## config.mk

```make
export PLATFORM = sky130hd
export DESIGN_NAME = bordered_timing_gen
export DESIGN_NICKNAME = d
export VERILOG_FILES = /design/src/rtl/bt_pkg.sv /design/src/rtl/bt_in_tracker.sv /design/src/rtl/bt_axis_win.sv /design/src/rtl/bt_out_seq.sv /design/src/rtl/bordered_timing_gen.sv
export SDC_FILE = /design/constraint.sdc
export NUM_CORES = 1
export LEC_CHECK = 0
export BUFFER_PORTS_ARGS = -buffer_cell sky130_fd_sc_hd__buf_2
export CAP_MARGIN = 40
export CORE_ASPECT_RATIO = 1.5
export CORE_UTILIZATION = 55
export CTS_BUF_LIST = sky130_fd_sc_hd__clkbuf_8
export CTS_CLUSTER_DIAMETER = 40
export CTS_CLUSTER_SIZE = 12
export DETAILED_ROUTE_END_ITERATION = 8
export GPL_TIMING_DRIVEN = 0
export HOLD_SLACK_MARGIN = 0.15
export PLACE_DENSITY = 0.8
export SLEW_MARGIN = 20
export SYNTH_ARGS = -nofsm -noshare
export SYNTH_HDL_FRONTEND = slang
export SYNTH_SLANG_ARGS = --single-unit
```

## constraint.sdc

```tcl
create_clock -name clk_i -period 7 [get_ports clk_i]
set_clock_uncertainty 0.1 [all_clocks]
set_input_delay 0.7 -clock clk_i [delete_from_list [all_inputs] [get_ports clk_i]]
set_output_delay 0.7 -clock clk_i [all_outputs]
set_load 0.05 [all_outputs]
```

## src/rtl/bt_pkg.sv

```systemverilog
package bt_pkg;
  parameter int unsigned CNT_W  = 12;
  parameter int unsigned N_AXES = 2;
  localparam int unsigned AX_H = 0;
  localparam int unsigned AX_V = 1;

  typedef struct packed {
    logic [CNT_W-1:0] sync;
    logic [CNT_W-1:0] bp;
    logic [CNT_W-1:0] act;
    logic [CNT_W-1:0] fp;
    logic [CNT_W-1:0] bor_lo;
    logic [CNT_W-1:0] bor_hi;
  } axis_cfg_t;

  typedef struct packed {
    logic sync;
    logic border;
    logic active;
    logic last;
  } axis_flags_t;
endpackage

```

## src/rtl/bt_in_tracker.sv

```systemverilog
module bt_in_tracker
  import bt_pkg::*;
#(
  parameter int unsigned W = CNT_W
) (
  input  logic         clk_i,
  input  logic         rst_ni,
  input  logic         pix_en_i,
  input  logic         hs_i,
  input  logic         vs_i,
  input  logic [W-1:0] line_i,
  input  logic [W-1:0] pix_i,
  output logic         hit_o
);
  logic [W-1:0] x_q, y_q, x_d, y_d;
  logic         hs_q, vs_q;

  always_comb begin
    x_d = x_q + 1'b1;
    y_d = y_q;
    if (vs_i && !vs_q) begin
      x_d = '0;
      y_d = '0;
    end else if (hs_i && !hs_q) begin
      x_d = '0;
      y_d = y_q + 1'b1;
    end
  end

  assign hit_o = pix_en_i && (x_d == pix_i) && (y_d == line_i);

  always_ff @(posedge clk_i or negedge rst_ni) begin
    if (!rst_ni) begin
      x_q  <= '0;
      y_q  <= '0;
      hs_q <= 1'b0;
      vs_q <= 1'b0;
    end else if (pix_en_i) begin
      x_q  <= x_d;
      y_q  <= y_d;
      hs_q <= hs_i;
      vs_q <= vs_i;
    end
  end

  // line start always lands on pixel 0
  p_line_start_r2: assert property (@(posedge clk_i) disable iff (!rst_ni)
    (pix_en_i && hs_i && !hs_q) |=> (x_q == '0));
endmodule

```

## src/rtl/bt_axis_win.sv

```systemverilog
module bt_axis_win
  import bt_pkg::*;
#(
  parameter int unsigned W = CNT_W
) (
  input  axis_cfg_t    cfg_i,
  input  logic [W-1:0] cnt_i,
  output axis_flags_t  flags_o
);
  logic [W-1:0] bor_st, bor_end, act_st, act_end, total;

  always_comb begin
    bor_st  = cfg_i.sync + cfg_i.bp;
    bor_end = bor_st + cfg_i.act;
    act_st  = bor_st + cfg_i.bor_lo;
    act_end = bor_end - cfg_i.bor_hi;
    total   = bor_end + cfg_i.fp;
    flags_o.sync   = cnt_i < cfg_i.sync;
    flags_o.border = (cnt_i >= bor_st) && (cnt_i < bor_end);
    flags_o.active = (cnt_i >= act_st) && (cnt_i < act_end);
    flags_o.last   = cnt_i == (total - 1'b1);
  end
endmodule

```

## src/rtl/bt_out_seq.sv

```systemverilog
module bt_out_seq
  import bt_pkg::*;
#(
  parameter int unsigned W = CNT_W
) (
  input  logic                         clk_i,
  input  logic                         rst_ni,
  input  logic                         en_i,
  input  logic                         hit_i,
  input  axis_cfg_t [N_AXES-1:0]       cfg_i,
  input  logic [N_AXES-1:0]            last_i,
  output axis_cfg_t [N_AXES-1:0]       shadow_o,
  output logic [N_AXES-1:0][W-1:0]     cnt_o,
  output logic                         locked_o
);
  logic                     pend_q, locked_q;
  logic [N_AXES-1:0][W-1:0] cnt_q;
  axis_cfg_t [N_AXES-1:0]   shadow_q;
  logic                     start, step, wrap;

  assign start = en_i && pend_q;
  assign step  = en_i && locked_q && !pend_q;
  assign wrap  = step && (&last_i);

  always_ff @(posedge clk_i or negedge rst_ni) begin
    if (!rst_ni) begin
      pend_q   <= 1'b0;
      locked_q <= 1'b0;
      cnt_q    <= '0;
      shadow_q <= '0;
    end else begin
      pend_q <= hit_i || (pend_q && !en_i);
      if (start) begin
        locked_q <= 1'b1;
        cnt_q    <= '0;
        shadow_q <= cfg_i;
      end else if (step) begin
        if (last_i[AX_H]) begin
          cnt_q[AX_H] <= '0;
          cnt_q[AX_V] <= last_i[AX_V] ? '0 : cnt_q[AX_V] + 1'b1;
        end else begin
          cnt_q[AX_H] <= cnt_q[AX_H] + 1'b1;
        end
        if (wrap) shadow_q <= cfg_i;
      end
    end
  end

  assign shadow_o = shadow_q;
  assign cnt_o    = cnt_q;
  assign locked_o = locked_q;

  p_idle_zero_r1: assert property (@(posedge clk_i) disable iff (!rst_ni)
    !locked_q |-> (cnt_q == '0));
  p_hold_r3: assert property (@(posedge clk_i) disable iff (!rst_ni)
    !en_i |=> $stable(cnt_q));
  p_resync_r8: assert property (@(posedge clk_i) disable iff (!rst_ni)
    (en_i && pend_q) |=> (cnt_q == '0 && locked_q));
  p_pend_keep_r9: assert property (@(posedge clk_i) disable iff (!rst_ni)
    (pend_q && !en_i) |=> pend_q);
  p_shadow_r7: assert property (@(posedge clk_i) disable iff (!rst_ni)
    (cnt_q != '0) |-> $stable(shadow_q));
endmodule

```

## src/rtl/bordered_timing_gen.sv

```systemverilog
module bordered_timing_gen
  import bt_pkg::*;
(
  input  logic             clk_i,
  input  logic             rst_ni,
  input  logic             in_pix_en_i,
  input  logic             in_hsync_i,
  input  logic             in_vsync_i,
  input  logic             out_pix_en_i,
  input  logic [CNT_W-1:0] cfg_h_sync_i,
  input  logic [CNT_W-1:0] cfg_h_bp_i,
  input  logic [CNT_W-1:0] cfg_h_act_i,
  input  logic [CNT_W-1:0] cfg_h_fp_i,
  input  logic [CNT_W-1:0] cfg_h_bor_lo_i,
  input  logic [CNT_W-1:0] cfg_h_bor_hi_i,
  input  logic [CNT_W-1:0] cfg_v_sync_i,
  input  logic [CNT_W-1:0] cfg_v_bp_i,
  input  logic [CNT_W-1:0] cfg_v_act_i,
  input  logic [CNT_W-1:0] cfg_v_fp_i,
  input  logic [CNT_W-1:0] cfg_v_bor_lo_i,
  input  logic [CNT_W-1:0] cfg_v_bor_hi_i,
  input  logic [CNT_W-1:0] cfg_start_line_i,
  input  logic [CNT_W-1:0] cfg_start_pix_i,
  output logic             hsync_o,
  output logic             vsync_o,
  output logic             border_de_o,
  output logic             active_de_o,
  output logic [CNT_W-1:0] x_o,
  output logic [CNT_W-1:0] y_o
);
  axis_cfg_t   [N_AXES-1:0]            cfg, shadow;
  axis_flags_t [N_AXES-1:0]            flags;
  logic        [N_AXES-1:0][CNT_W-1:0] cnt;
  logic        [N_AXES-1:0]            last;
  logic                                hit, locked;

  assign cfg[AX_H] = '{sync: cfg_h_sync_i, bp: cfg_h_bp_i, act: cfg_h_act_i,
                       fp: cfg_h_fp_i, bor_lo: cfg_h_bor_lo_i, bor_hi: cfg_h_bor_hi_i};
  assign cfg[AX_V] = '{sync: cfg_v_sync_i, bp: cfg_v_bp_i, act: cfg_v_act_i,
                       fp: cfg_v_fp_i, bor_lo: cfg_v_bor_lo_i, bor_hi: cfg_v_bor_hi_i};

  bt_in_tracker #(.W(CNT_W)) u_trk (
    .clk_i    (clk_i),
    .rst_ni   (rst_ni),
    .pix_en_i (in_pix_en_i),
    .hs_i     (in_hsync_i),
    .vs_i     (in_vsync_i),
    .line_i   (cfg_start_line_i),
    .pix_i    (cfg_start_pix_i),
    .hit_o    (hit)
  );

  bt_out_seq #(.W(CNT_W)) u_seq (
    .clk_i    (clk_i),
    .rst_ni   (rst_ni),
    .en_i     (out_pix_en_i),
    .hit_i    (hit),
    .cfg_i    (cfg),
    .last_i   (last),
    .shadow_o (shadow),
    .cnt_o    (cnt),
    .locked_o (locked)
  );

  for (genvar a = 0; a < N_AXES; a++) begin : g_axis
    bt_axis_win #(.W(CNT_W)) u_win (
      .cfg_i   (shadow[a]),
      .cnt_i   (cnt[a]),
      .flags_o (flags[a])
    );
    assign last[a] = flags[a].last;
  end

  assign hsync_o     = locked && flags[AX_H].sync;
  assign vsync_o     = locked && flags[AX_V].sync;
  assign border_de_o = locked && flags[AX_H].border && flags[AX_V].border;
  assign active_de_o = locked && flags[AX_H].active && flags[AX_V].active;
  assign x_o         = cnt[AX_H];
  assign y_o         = cnt[AX_V];

  p_sync_at_zero_r4: assert property (@(posedge clk_i) disable iff (!rst_ni)
    $rose(hsync_o) |-> (x_o == '0));
  p_border_after_sync_r5: assert property (@(posedge clk_i) disable iff (!rst_ni)
    border_de_o |-> !hsync_o);
endmodule

```

== Word level (Yosys, flattened, before mapping) ==
Index checks and enable logic that the tools add are counted.

* Register bits: 196
* Input port bits: 174
* Output and inout port bits: 28
* Logic and storage cells: 92

* Add/subtract/negate cells: 16
* $lt $le $gt $ge: 10
* Equal/unequal tests: 4
* Muxes and demuxes: 12
* Reduce and logical (&&, ||, !) cells: 30

{| class="wikitable"
|+ Operator list
! operator !! count
|-
| $mux 144 || 3
|-
| $add 12x12->12 || 8
|-
| $mux 12 || 7
|-
| $lt 12x12->1 || 6
|-
| $add 12x1->12 const B || 4
|-
| $eq 12x12->1 || 4
|-
| $ge 12x12->1 || 4
|-
| $mux 24 || 2
|-
| $sub 12x1->12 const B || 2
|-
| $sub 12x12->12 || 2
|-
| $logic_and 1x1->1 || 19
|-
| $reduce_and 2->1 || 3
|-
| $reduce_bool 2->1 || 3
|-
| $logic_not 1->1 || 4
|-
| $logic_or 1x1->1 || 1
|}

== Longest topological paths before layout ==
Gate-level depths: netlist (run 1).

* Depth in word-level cells: 10
* Gate-level depth with buffers: 29
* Gate-level depth less buffers: 28

== Cells and area by module ==
From an unflattened synthesis (run 1), not the netlist that was laid out.

* Cells, all modules: 2068
* Area, all modules: 17042.6 µm²

{| class="wikitable"
|+ Modules (own cells, without submodules)
! module !! instances !! cells each !! area each (µm²) !! sequential area each (µm²)
|-
| bt_out_seq || 1 || 750 || 6729.0 || 4254.1
|-
| bt_axis_win (g_axis[1].u_win) || 1 || 524 || 4058.9 || 0.0
|-
| bt_axis_win (g_axis[0].u_win) || 1 || 524 || 4053.9 || 0.0
|-
| bt_in_tracker || 1 || 266 || 2174.6 || 650.6
|-
| bordered_timing_gen || 1 || 4 || 26.3 || 0.0
|}

== Worst setup path before layout (run 1) ==
Ideal clock, no wire load.

* Path type: reg-to-output
* Start: register u_seq.shadow_q, in the netlist u_seq.shadow_o[60]
* End: output port active_de_o
* Arrival time: 5.153 ns
* Data required time: 6.200 ns
* Slack: 1.047 ns
* Cell stages (with the launch flop): 26
* Path buffers: 0
* Path through: dfrtp_1 > ha_1 > inv_1 > fa_1 > nor2b_1 > o21ai_0 > a21boi_0 > o21ai_0 > nand2b_1 > xor2_1 > ha_1 > or2_2 > a21o_1 > o31ai_1 > xnor2_1 > ha_1 > a21oi_1 > o21ai_0 > a21o_1 > a21oi_1 > xor2_1 > ha_1 > o211ai_1 > a21oi_1 > a2111oi_0 > and3_1

* Longest elaborated chain between the ends: 7
* Elaborated cells on any way between the ends: 9
* Classes of those cells: add/sub: 4; order compare: 2; reduce/logical: 3

{| class="wikitable"
|+ RTL lines
! element !! line !! text
|-
| from (decl) || bt_out_seq.sv:18 || <nowiki>axis_cfg_t [N_AXES-1:0] shadow_q;</nowiki>
|-
| from (signal assigned) || bt_out_seq.sv:36 || <nowiki>shadow_q <= cfg_i;</nowiki>
|-
| from (signal assigned) || bt_out_seq.sv:44 || <nowiki>if (wrap) shadow_q <= cfg_i;</nowiki>
|-
| $add 12x12->12 * || bt_axis_win.sv:13 || <nowiki>bor_st = cfg_i.sync + cfg_i.bp;</nowiki>
|-
| $add 12x12->12 || bt_axis_win.sv:14 || <nowiki>bor_end = bor_st + cfg_i.act;</nowiki>
|-
| $sub 12x12->12 || bt_axis_win.sv:16 || <nowiki>act_end = bor_end - cfg_i.bor_hi;</nowiki>
|-
| $lt 12x12->1 || bt_axis_win.sv:20 || <nowiki>flags_o.active = (cnt_i >= act_st) && (cnt_i < act_end);</nowiki>
|-
| $logic_and 1x1->1 * || bt_axis_win.sv:20 ||
|-
| $logic_and 1x1->1 * (2 in series) || bordered_timing_gen.sv:77 || <nowiki>assign active_de_o = locked && flags[AX_H].active && flags[AX_V].active;</nowiki>
|-
| to (decl) || bordered_timing_gen.sv:27 || <nowiki>output logic active_de_o,</nowiki>
|}

Every way passes the cells marked *; elsewhere a longest branch is shown, timed or not.

== Worst setup path after layout (run 1) ==
* Start: register u_seq.shadow_q, in the netlist u_seq.shadow_o[132]
* End: output port active_de_o

* Longest elaborated chain between the ends: 6
* Elaborated cells on any way between the ends: 8
* Classes of those cells: add/sub: 4; order compare: 2; reduce/logical: 2

{| class="wikitable"
|+ RTL lines
! element !! line
|-
| $add 12x12->12 * || bt_axis_win.sv:13
|-
| $add 12x12->12 || bt_axis_win.sv:14
|-
| $sub 12x12->12 || bt_axis_win.sv:16
|-
| $lt 12x12->1 || bt_axis_win.sv:20
|-
| $logic_and 1x1->1 * || bt_axis_win.sv:20
|-
| $logic_and 1x1->1 * || bordered_timing_gen.sv:77
|}

Marks and branches as above.

==> impl_summary.md, run 1 <==
Detailed routing
For this run, the detailed router's first-pass iteration total came to 5. The routed layout has 13399 vias. The post-detailed-routing wire length is roughly 41 mm. After detailed routing, the number of vias per cell comes to roughly 5.7.

The DRC violation total after the first TritonRoute iteration is 488. The detailed-route DRC error count is 0. The count of nets left with antenna violations once routing finished came out at 0.

The average routed wire per standard cell is around 18 microns.

Logic synthesis
In the synthesized netlist the dominant register cell turns out to be sky130_fd_sc_hd__dfrtp_1. The total of warnings raised by yosys is 0. The fraction of registers with async set or reset after synthesis is 100%. By count the netlist is led by sky130_fd_sc_hd__ha_1, sky130_fd_sc_hd__dfrtp_1, sky130_fd_sc_hd__inv_1.

The mean instance size in the synthesized netlist is 9.81 sq um. Synthesis inferred a little under 200 register bits. The count of distinct cell types in the synthesized netlist is 74. Synthesis produced a netlist whose cell count is roughly 1700.

The share of Yosys cell area claimed by the top area cell type is between 20% and 30%. The biggest area contributor in the post-synthesis netlist is sky130_fd_sc_hd__dfrtp_1. In the post-synthesis netlist, the biggest area contributors are sky130_fd_sc_hd__dfrtp_1, sky130_fd_sc_hd__ha_1, sky130_fd_sc_hd__mux2_2. The combined area of all synthesized cells is about 17000 sq um. The sequential cell area fraction in the yosys report is between 20% and 30%. In the post-synthesis netlist, the cell with the most instances is sky130_fd_sc_hd__ha_1. The synthesized design contains 0 enable-type register cells.

The number of nets in the synthesized netlist is 2122.

Pwr
Summed over all cells, the static leakage comes to roughly 10 nW. The total power divided by cell area is between 100 and 150 nW/um^2. The largest vdd supply drop is between 100 and 150 uV.

Clocking
Counting along the longest clock path gives a buffer depth of 2. Clock-pin slew was measured on the worst setup and hold paths at 0.10 ns. Buffers inserted during clock tree synthesis total 17. The worst-skew pair later-pin latency is ~0.51 ns. The sink count of the clock tree is slightly below 200.

TritonCTS built the clock tree. The H-tree was split into 4 levels. The tree is rooted in a sky130_fd_sc_hd__clkbuf_8.

GRT
The total overflow reported by the global router is 0. The largest net degree at the start of global routing is a little under 90. The total routing usage reported by global routing is between 20% and 30%. The initial antenna violation count was 4.

The number of global-route vias before repair is 13873. The first global-routing pass estimated ~65 mm of wire.

Worst setup path
The worst reg2reg path startpoint is u_seq.shadow_o[132]. The worst register-to-register path has a setup slack of 0.53 ns. In this design, the critical path's most frequently occurring cell is sky130_fd_sc_hd__a21o_1.

The critical path capture point type is an output pin. The slowest stage of the critical path is the sky130_fd_sc_hd__dfrtp_1 cell. The worst path arrival time is roughly 6 ns. In this run the worst setup path terminates at active_de_o. The number of stages on the worst setup path is 26. The worst register-to-register path ends at u_seq.cnt_o[17]. On the critical path the largest part of the delay comes from compound AO/OA/AOI/OAI gates. For this run, the slowest stage of the critical path takes around 0.42 ns. The worst reg-to-reg path cell count is 30. The worst setup path is launched from a flop. Of all nets on the critical path, the largest fanout is 4. The buffer and inverter count on the worst path is 3. The data required time at the worst endpoint is 6.20 ns. The launching element of the worst setup path is u_seq.shadow_o[132]. The critical path is of the reg2out type.

STA
Setup violations remaining at the end of the flow were counted as 0. The final-report hold violation count is 0. The worst path in the final design needs a cycle of between 6 and 7 ns, including I/O delays and setup. For the pin with the worst max-slew slack, the measured transition is 0.790 ns. Headroom to the max-slew limit came out at a little under half. The worst path uses 97.3% of the clock period. In the post-route analysis, the smallest setup slack over all paths is 0.192 ns. The final-report max-slew violation count came to 0. The fmax is approximately 150 MHz.

Finish
The signed area change from the synthesized netlist to the final layout is 15.2%. For this run, the number of standard cells in the final layout without fillers is between 2000 and 2500. After filler insertion, the fill cell instance count of the layout stands at about 2300. The layout net count is about 2400. In the final layout, the share of cells above drive strength 1 is about a quarter.

Floorplan
From left edge to right edge, the die measures 144 microns. The core region is a little under 30000 sq um. The I/O pin total is slightly above 200. The initial utilization of the core area, before any placement, comes to 56.3%. After floorplanning, the core was divided into 77 placement rows. The vertical die dimension is around 220 microns. The floorplan step defined a die boundary enclosing 31000 sq um.

Run status
The run finished with clean final reports.

Place
The number of placed cells counting well taps is 2294. Detailed placement finished with a half-perimeter wire length of approximately 32 mm. During placement, the flow inserted port buffers numbering 200. At the placement stage, the worst setup path has a slack of -0.110 ns. The routability congestion estimate is between 0.8 and 0.9.

Worst hold path
The worst min-delay path class is in2reg.

Job
The number of max-cap violations is 0.
==> worst reg2reg max path, delay by kind of cell (launching register included) <==
kind | cells | cell delay [ns]
AND/OR/NAND/NOR | 6 | 1.54
AO/OA/AOI/OAI | 8 | 1.51
adder cells (fa/ha/maj) | 5 | 1.29
buffers and inverters | 6 | 0.67
XOR/XNOR | 3 | 0.56
flip-flops | 1 | 0.42
multiplexers | 2 | 0.28
==> what timing repair did <==
item                                    CTS  global route
endpoints found under the setup margin    1             4
hold buffers                              1             0
endpoints found under the hold margin    30             0
resized for setup                        13            52
buffers inserted                          2            18
pin swaps                                 4            30
==> metrics by stage <==
step | utilization, % | instance area [sq um] | hold WS [ns] | power (W) | setup TNS (ns)
floorplan | - | 16600 | 0.304 | 0.00151 | 0
global placement | 61.3 | 18100 | 0.390 | 0.00168 | -0.0328
detailed placement | 61.5 | 18200 | 0.391 | 0.00170 | -0.110
CTS | 63.3 | 18700 | 0.283 | 0.00253 | 0
global route | 64.8 | 19200 | 0.291 | 0.00264 | -0.149
finish | 64.8 | 19200 | 0.315 | 0.00251 | 0
==> cell usage in the layout, fill, tap and decap left out, types with 60 or more instances in the layout <==
cell type                   n
sky130_fd_sc_hd__a21oi_1   86
sky130_fd_sc_hd__inv_1    180
sky130_fd_sc_hd__xor2_1    69
sky130_fd_sc_hd__o21ai_0   76
sky130_fd_sc_hd__nand2_1   83
sky130_fd_sc_hd__ha_1     233
sky130_fd_sc_hd__dfrtp_1  196
sky130_fd_sc_hd__mux2_4    60
sky130_fd_sc_hd__buf_2    205
sky130_fd_sc_hd__nor2_1    79
sky130_fd_sc_hd__mux2_2    95
sky130_fd_sc_hd__xnor2_1   90
==> worst min-delay path by stage <==
stage / slack, ns / to / cells after the start / startpoint
3_5_place_dp: 0.39 / u_seq.shadow_o[3] / 1 / u_seq.shadow_o[3]
2_1_floorplan: 0.30 / u_seq.cnt_o[0] / 0 / rst_ni
6_report: 0.31 / u_seq.shadow_o[23] / 2 / cfg_h_bor_lo_i[11]
4_1_cts: 0.28 / u_seq.shadow_o[23] / 2 / cfg_h_bor_lo_i[11]
5_1_grt: 0.29 / u_seq.shadow_o[14] / 2 / cfg_h_bor_lo_i[2]
3_3_place_gp: 0.39 / u_seq.shadow_o[79] / 1 / u_seq.shadow_o[79]
==> registers in the layout (all words and copies together) (netlist names) <==
signal          cells
u_seq.cnt_o        24
u_trk.hs_q          1
u_seq.locked_o      1
u_trk.x_q          12
u_trk.y_q          12
u_seq.pend_q        1
u_trk.vs_q          1
u_seq.shadow_o    144
==> layout make-up <==
class / count / area, sq um / area share, %
Tap cell: 395 / 494 / 2.58
Multi-Input combinational cell: 1294 / 11200 / 58.6
Timing Repair Buffer: 223 / 1230 / 6.44
Sequential cell: 196 / 4900 / 25.6
Clock buffer: 18 / 248 / 1.29
Clock inverter: 13 / 180 / 0.940
Inverter: 180 / 676 / 3.53
Buffer: 27 / 190 / 0.992
Antenna cell: 1 / 2.50 / 0.0131
==> cells by family (layout without fill, tap and decap cells) <==
family | Yosys count | count (layout) | synth area share, %
simple gates | 354 | 354 | 10.7
compound gates | 343 | 343 | 13.2
mux | 159 | 159 | 12.1
xor+xnor | 183 | 183 | 9.81
fa+ha+maj | 255 | 255 | 19.6
flops | 196 | 196 | 29.5
other cells | 0 | 1 | 0
buf+inv | 207 | 461 | 5.20
==> report_power, final <==
part	leakage, nW	switching [W]	total, W	internal (W)
clock network	0.223	0.000425	0.000822	0.000397
logic	6.81	0.000260	0.000463	0.000203
registers	2.69	0.0000732	0.00123	0.00115
total	9.73	0.000758	0.00251	0.00175
==> metal layers <==
| metal | global-route usage (%) | wire length [microns] | share of wire, % |
|---|---|---|---|
| met3 | 4.61 | 1900 | 4.6 |
| met2 | 50.3 | 21900 | 53 |
| met4 | 14.3 | 1790 | 4.3 |
| met1 | 28.0 | 15500 | 38 |
| met5 | 0 | 28 | 0.068 |
Note: power is estimated with default switching activity, not from simulation.
==> run 2: changes to the inputs <==
--- a/config.mk
+++ b/config.mk
@@ -8,14 +8,14 @@
 export BUFFER_PORTS_ARGS = -buffer_cell sky130_fd_sc_hd__buf_2
 export CAP_MARGIN = 40
 export CORE_ASPECT_RATIO = 1.5
-export CORE_UTILIZATION = 55
+export CORE_UTILIZATION = 61
 export CTS_BUF_LIST = sky130_fd_sc_hd__clkbuf_8
 export CTS_CLUSTER_DIAMETER = 40
 export CTS_CLUSTER_SIZE = 12
 export DETAILED_ROUTE_END_ITERATION = 8
 export GPL_TIMING_DRIVEN = 0
 export HOLD_SLACK_MARGIN = 0.15
-export PLACE_DENSITY = 0.8
+export PLACE_DENSITY = 0.84
 export SLEW_MARGIN = 20
 export SYNTH_ARGS = -nofsm -noshare
 export SYNTH_HDL_FRONTEND = slang
==> run 2 against run 1 <==
  * Critical path type unchanged
  * Sequential share of layout area about the same
  * Core utilization up 7.2 points
  * Total power down 1.6%
  * Combinational power about the same
==> impl_summary.md, run 2 (synthesized netlist as in run 1, its figures left out) <==
Run status
The flow ran to the end, and the final reports show no timing, DRC or antenna violations.

Pwr
The largest vdd supply drop is 228 uV (+96%). The static leakage is 9.73 nW (about the same). The total power divided by cell area is 129 nW/um^2 (-1.7%).

Clocking
The maximum count of clock buffers along a single path is 2 (unchanged). The clock slew seen by the registers of the worst setup and hold paths is 0.10 ns (about the same). The worst-skew pair later-pin latency is 0.52 ns (about the same).

The sink count of the clock tree is 196 (unchanged). The CTS tree is built. The total clock buffers created by CTS is 17 (unchanged). The number of H-tree branching levels is 4 (unchanged). The cell at the root of the clock tree is sky130_fd_sc_hd__clkbuf_8.

STA
The final-report hold violation count is 0 (unchanged). The tightest slew margin relative to the limit was 46.1% (-1.0 points). The worst slack on hold paths came to 0.304 ns (-0.0113 ns). The final cycle utilization of the critical path was 97.9% (+0.65 points). The final-report max-slew violation count is 0 (unchanged). The transition at the pin with the smallest max-transition slack is 0.805 ns (+0.0153 ns). The slack of the critical path came to 0.146 ns (-0.0455 ns). The post-layout minimum cycle time is 6.85 ns (+0.0455 ns). The fmax is 146 MHz (-0.66%). The final-report setup violation count came to 0 (unchanged).

Place
The worst setup slack before clock tree synthesis is -0.168 ns (-0.0581 ns). The number of input and output port buffers inserted was 200 (unchanged). The routability congestion estimate is 0.874 (+1.6%). The detailed placement HPWL is 32.0 mm (-0.68%).

Floorplan
The I/O pin total is 202 (unchanged). The area inside the core boundary is 26700 sq um (-9.8%). The width of the chip is 137 microns (-5.0%). The overall die area was 28000 sq um (-9.7%). The vertical die dimension is 204 microns (-5.0%).

The site row count is 73 (-5.2%). The starting density of the core is 62.4% (+6.1 points).

Worst setup path
The worst register-to-register path ends at u_seq.shadow_o[36]. The largest fanout on the critical path was 4 (unchanged). The critical path capture point type is an output pin.

The kind of start point of the critical path is a flop. The worst reg2reg path startpoint is u_seq.shadow_o[132]. The worst reg-to-reg setup slack was 0.37 ns (-0.16 ns). The critical path in this run is classified as reg2out. The data required time at the worst endpoint is 6.20 ns (about the same). The worst reg-to-reg path cell count is 28 (-6.7%).

The worst path arrival time is 6.05 ns (+0.04 ns).

Detailed routing
The number of routed nets with antenna violations is 0 (unchanged). The average routed wire per standard cell is 18.3 microns (+4.3%). In this run the top signal layer used is met5. The length of the first detailed-routing pass in iterations is 5 (unchanged).

The DRC violation total after the first TritonRoute iteration came to 704 (+44%). The detailed-route DRC error count came to 0 (unchanged). The routed length on met1 is 15.6 mm (+0.20%). The met2 routed wirelength came to 21.9 mm (about the same). The total via count in the routed design is 13674 (+2.1%).

The met3 wire length was 2.09 mm (+10%). The via density per instance came to 5.95 (+4.2%). The post-detailed-routing wire length is 42.0 mm (+2.1%).

Finish
The layout net count is 2373 (+0.38%). The share of layout cells above drive strength 1 is 26.2% (+0.74 points). The number of antenna cells inserted came to 0 (-1). The area of all sequential standard cells is 4900 sq um (unchanged). The signed area change from the synthesized netlist to the final layout is 15.3%.

The number of flip-flops in the largest register is 144 (unchanged). The multi-input gate area in the final layout is 11300 sq um (+0.61%). The most common library cell in the layout ignoring fill and taps is sky130_fd_sc_hd__ha_1.

The top cell types in the final layout, fill and taps aside, are sky130_fd_sc_hd__ha_1, sky130_fd_sc_hd__buf_2, sky130_fd_sc_hd__dfrtp_1. The filler cell count is 1855 (-21%).

GRT
The largest net degree at the start of global routing is 85 (-2.3%). The global-route wire length before repair came to 65.8 mm (+1.1%). The total overflow reported by the global router came to 0 (unchanged). The total routing usage reported by global routing is 30.4% (+3.4 points). The initial antenna violation count is 3 (-1). The number of global-route vias before repair is 14049 (+1.3%).

Worst hold path
The worst-case hold path end point is u_seq.shadow_o[61]. The worst min-delay path class is in2reg. In this run the most critical hold path is launched from cfg_h_sync_i[1]. The worst hold path stage count is 2 (unchanged).

Job
The number of max-cap violations came to 0 (unchanged).
==> run 2: metrics by stage <==
stage	area (sq um)	std cells	power, W	TNS [ns]	util (%)
floorplan	16600	1697	0.00151	0	-
global placement	18100	2234	0.00168	0	67.7
detailed placement	18100	2236	0.00170	-0.168	68.0
CTS	18700	2272	0.00248	0	70.0
global route	19200	2298	0.00258	-0.155	72.0
finish	19200	2298	0.00247	0	72.0
==> run 2: worst max-delay path, stage by stage, from the launching register on <==
cell and delay (ns):
sky130_fd_sc_hd__dfrtp_1 0.45, sky130_fd_sc_hd__ha_4 0.19, sky130_fd_sc_hd__buf_4 0.13, sky130_fd_sc_hd__a211oi_1 0.39, sky130_fd_sc_hd__o21ai_0 0.20, sky130_fd_sc_hd__a21oi_1 0.26, sky130_fd_sc_hd__xnor2_1 0.21, sky130_fd_sc_hd__ha_1 0.38
sky130_fd_sc_hd__a21o_1 0.22, sky130_fd_sc_hd__a21o_1 0.20, sky130_fd_sc_hd__a21o_1 0.22, sky130_fd_sc_hd__xor2_2 0.20, sky130_fd_sc_hd__ha_4 0.25, sky130_fd_sc_hd__a21oi_2 0.15, sky130_fd_sc_hd__o21ai_2 0.10, sky130_fd_sc_hd__maj3_1 0.38
sky130_fd_sc_hd__a21oi_2 0.15, sky130_fd_sc_hd__xnor2_1 0.14, sky130_fd_sc_hd__ha_1 0.28, sky130_fd_sc_hd__o21ai_2 0.09, sky130_fd_sc_hd__nand3_2 0.14, sky130_fd_sc_hd__a2111oi_4 0.38, sky130_fd_sc_hd__and3_1 0.24, sky130_fd_sc_hd__buf_6 0.17
==> run 2: routing by layer <==
| metal | vias to the layer above | track usage [%] |
|---|---|---|
| li1 | 6437 | - |
| met1 | 6611 | 31.7 |
| met2 | 462 | 55.8 |
| met3 | 158 | 5.31 |
| met4 | 6 | 18.1 |
| met5 | - | 0 |
==> run 2: final cells by class <==
type                            instances  area share, %
Sequential cell                       196           25.6
Clock inverter                         15          0.854
Timing Repair Buffer                  232           6.77
Buffer                                 27          0.991
Multi-Input combinational cell       1294           58.9
Tap cell                              337           2.20
Clock buffer                           17           1.22
Inverter                              180           3.52
==> run 2: power by group <==
part / total (W) / internal, W / switching [W]
sequential: 0.00123 / 0.00115 / 0.0000736
combinational: 0.000462 / 0.000204 / 0.000258
clock: 0.000784 / 0.000349 / 0.000434
==> run 2: worst max-delay path by stage <==
stage / startpoint / end / slack, ns / cells after the start
floorplan: u_seq.shadow_o[60] / active_de_o / 1.05 / 25
detailed placement: u_seq.shadow_o[60] / active_de_o / -0.17 / 26
CTS: u_seq.shadow_o[132] / active_de_o / 0.001 / 25
finish: u_seq.shadow_o[132] / active_de_o / 0.15 / 23
global route: u_seq.shadow_o[132] / active_de_o / -0.16 / 25
global placement: u_seq.shadow_o[60] / active_de_o / 0.04 / 26
==> run 2: repair_timing <==
| action | CTS | global route |
|---|---|---|
| pin swaps | 6 | 36 |
| setup endpoints to repair | 1 | 2 |
| cloned | 0 | 0 |
| setup buffers | 3 | 26 |
| hold buffers | 1 | 0 |
| endpoints found under the hold margin | 47 | 0 |
| gates resized for setup | 20 | 56 |
==> run 3: changes to the inputs <==
--- a/config.mk
+++ b/config.mk
@@ -16,6 +16,7 @@
 export GPL_TIMING_DRIVEN = 0
 export HOLD_SLACK_MARGIN = 0.15
 export PLACE_DENSITY = 0.84
+export REMOVE_ABC_BUFFERS = 1
 export SLEW_MARGIN = 20
 export SYNTH_ARGS = -nofsm -noshare
 export SYNTH_HDL_FRONTEND = slang
==> run 3 against run 2 <==
  * Sequential power about the same
  * Critical path depth up 3
  * Cell area down 0.90%
  * Sequential cell count unchanged
  * Critical path type unchanged
  * Critical endpoint unchanged
  * Largest power group unchanged
==> impl_summary.md, run 3 (synthesized netlist as in run 1, its figures left out) <==
Run status
The flow ran to the end, and the final reports show no timing, DRC or antenna violations.

Clocking
The cell at the root of the clock tree is sky130_fd_sc_hd__clkbuf_8. The number of H-tree branching levels is 4 (unchanged). The total clock buffers created by CTS came to 17 (unchanged). The sink count of the clock tree is 196 (unchanged). The worst-skew pair later-pin latency is 0.54 ns (+0.02 ns).

The CTS tree is built. The clock slew seen by the registers of the worst setup and hold paths is 0.13 ns (+0.03 ns). The maximum count of clock buffers along a single path is 2 (unchanged).

Floorplan
The vertical die dimension is 204 microns (unchanged). The I/O pin total is 202 (unchanged). The overall die area is 28000 sq um (unchanged). The area inside the core boundary is 26700 sq um (unchanged).

The width of the chip is 137 microns (unchanged). The site row count is 73 (unchanged). The starting density of the core was 62.4% (unchanged).

Detailed routing
The DRC violation total after the first TritonRoute iteration came to 665 (-5.5%). The length of the first detailed-routing pass in iterations is 8 (+3). The number of routed nets with antenna violations was 0 (unchanged). The via density per instance was 5.96 (+0.15%). The post-detailed-routing wire length was 42.1 mm (+0.25%). The average routed wire per standard cell is 18.6 microns (+1.6%).

The detailed-route DRC error count is 0 (unchanged). The total via count in the routed design is 13516 (-1.2%).

Worst setup path
The worst setup path is launched from a flop. The worst path arrival time was 6.12 ns (+0.07 ns). The largest fanout on the critical path came to 5 (+1). The data required time at the worst endpoint was 6.20 ns (about the same).

By startpoint and endpoint, the worst setup path is classified as reg2out. The critical path capture point type is an output pin.

Finish
The layout net count is 2341 (-1.3%). The most common library cell in the layout ignoring fill and taps is sky130_fd_sc_hd__ha_1. The signed area change from the synthesized netlist to the final layout is 14.3%.

The share of layout cells above drive strength 1 is 25.5% (-0.76 points). The share of the core filled with cells in the final layout is 71.3% (-0.65 points). The number of flip-flops in the largest register is 144 (unchanged). In the layout the commonest cells are sky130_fd_sc_hd__ha_1, sky130_fd_sc_hd__buf_2, sky130_fd_sc_hd__dfrtp_1.

GRT
The initial antenna violation count is 4 (+1). The largest net degree at the start of global routing is 96 (+13%). The global-route wire length before repair came to 64.4 mm (-2.2%). The number of global-route vias before repair is 13608 (-3.1%).

The total overflow reported by the global router is 0 (unchanged). The total routing usage reported by global routing is 29.7% (-0.72 points).

STA
The post-layout minimum cycle time is 6.92 ns (+0.0694 ns). The final-report setup violation count came to 0 (unchanged). The final-report max-slew violation count is 0 (unchanged).

The final cycle utilization of the critical path is 98.9% (+0.99 points). The transition at the pin with the smallest max-transition slack is 0.863 ns (+0.0576 ns). The fmax came to 144 MHz (-1.0%). The final-report hold violation count is 0 (unchanged). The tightest slew margin relative to the limit came to 41.0% (-5.1 points). The worst slack on hold paths is 0.284 ns (-0.0197 ns).

Place
The number of input and output port buffers inserted is 201 (+0.50%). The detailed placement HPWL is 30.4 mm (-4.9%). The routability congestion estimate is 0.875 (+0.10%).

Pwr
The static leakage was 9.65 nW (-0.83%). The post-layout total power came to 0.00248 W (+0.15%). The total power divided by cell area came to 130 nW/um^2 (+1.1%). The largest vdd supply drop was 161 uV (-29%).

Job
The number of max-cap violations is 0 (unchanged).

Worst hold path
The min-delay analysis places its worst path in the category in2reg.
[run 3: per-layer routing]
layer / vias up / global-route usage [%] / wire length, microns
met4: 4 / 17.7 / 2450
met3: 171 / 4.66 / 1940
li1: 6383 / - / -
met1: 6509 / 30.8 / 15100
met5: - / 0 / 23
met2: 449 / 55.1 / 22600
[run 3: final timing paths]
kind	to	slack [ns]	startpoint	cells after the start
max in group asynchronous	u_seq.shadow_o[71]	5.56	rst_ni	3
setup / recovery	active_de_o	0.08	u_seq.shadow_o[132]	26
setup reg to reg	u_seq.shadow_o[66]	0.16	u_seq.shadow_o[132]	27
min in group asynchronous	u_seq.shadow_o[95]	0.49	rst_ni	2
hold / removal	u_seq.shadow_o[13]	0.28	cfg_h_bor_lo_i[1]	2
hold reg to reg	u_seq.shadow_o[99]	0.41	u_seq.shadow_o[99]	1
[run 3: where the power goes]
group          total [W]  switching (W)  internal (W)
sequential       0.00123      0.0000745       0.00115
combinational   0.000458       0.000255      0.000203
clock           0.000790       0.000465      0.000326
[run 3: metrics by stage]
stage / instances / area, sq um / setup TNS (ns) / setup slack [ns]
5_1_grt: 2268 / 19000 / -1.83 / -0.116
4_1_cts: 2248 / 18600 / -0.000250 / -0.000250
3_3_place_gp: 2208 / 17900 / -270.58 / -1.92
2_1_floorplan: 1670 / 16500 / -50.68 / -0.372
6_report: 2268 / 19000 / 0 / 0.0767
3_5_place_dp: 2212 / 18000 / -0.718 / -0.0394
[run 3: area by class of cell]
class                           count  area, sq um
Sequential cell                   196         4900
Tap cell                          337          422
Clock buffer                       17          234
Timing Repair Buffer              225         1280
Antenna cell                        2         5.00
Multi-Input combinational cell   1296        11300
Inverter                          180          676
Clock inverter                     15          169
Fill cell                        1919         7650
[run 3: worst max-delay path, cell delays in order (launching register included)]
cell,delay (ns)
sky130_fd_sc_hd__dfrtp_1,0.39
sky130_fd_sc_hd__ha_2,0.20
sky130_fd_sc_hd__inv_1,0.06
sky130_fd_sc_hd__fa_2,0.44
sky130_fd_sc_hd__nor2b_1,0.16
sky130_fd_sc_hd__o21ai_1,0.08
sky130_fd_sc_hd__nand2_1,0.14
sky130_fd_sc_hd__xor2_2,0.29
sky130_fd_sc_hd__ha_4,0.28
sky130_fd_sc_hd__nand3_1,0.09
sky130_fd_sc_hd__o211ai_1,0.18
sky130_fd_sc_hd__or2_4,0.32
sky130_fd_sc_hd__xor2_4,0.17
sky130_fd_sc_hd__ha_4,0.30
sky130_fd_sc_hd__a21o_1,0.14
sky130_fd_sc_hd__a21o_1,0.13
sky130_fd_sc_hd__a21o_1,0.16
sky130_fd_sc_hd__a21oi_2,0.07
sky130_fd_sc_hd__maj3_2,0.34
sky130_fd_sc_hd__xor2_2,0.19
sky130_fd_sc_hd__ha_1,0.31
sky130_fd_sc_hd__nor2b_1,0.14
sky130_fd_sc_hd__o21ai_2,0.13
sky130_fd_sc_hd__nand3_2,0.11
sky130_fd_sc_hd__a2111oi_4,0.37
sky130_fd_sc_hd__and3_1,0.22
sky130_fd_sc_hd__buf_6,0.17
[run 3: repair_timing]
item                                    4_1_cts  5_1_grt
endpoints found under the hold margin        24        0
pin swaps                                     2       33
endpoints found under the setup margin       80       89
buffers inserted                              3       15
hold buffers                                  1        0
resized for setup                            19       53
cloned                                        0        3
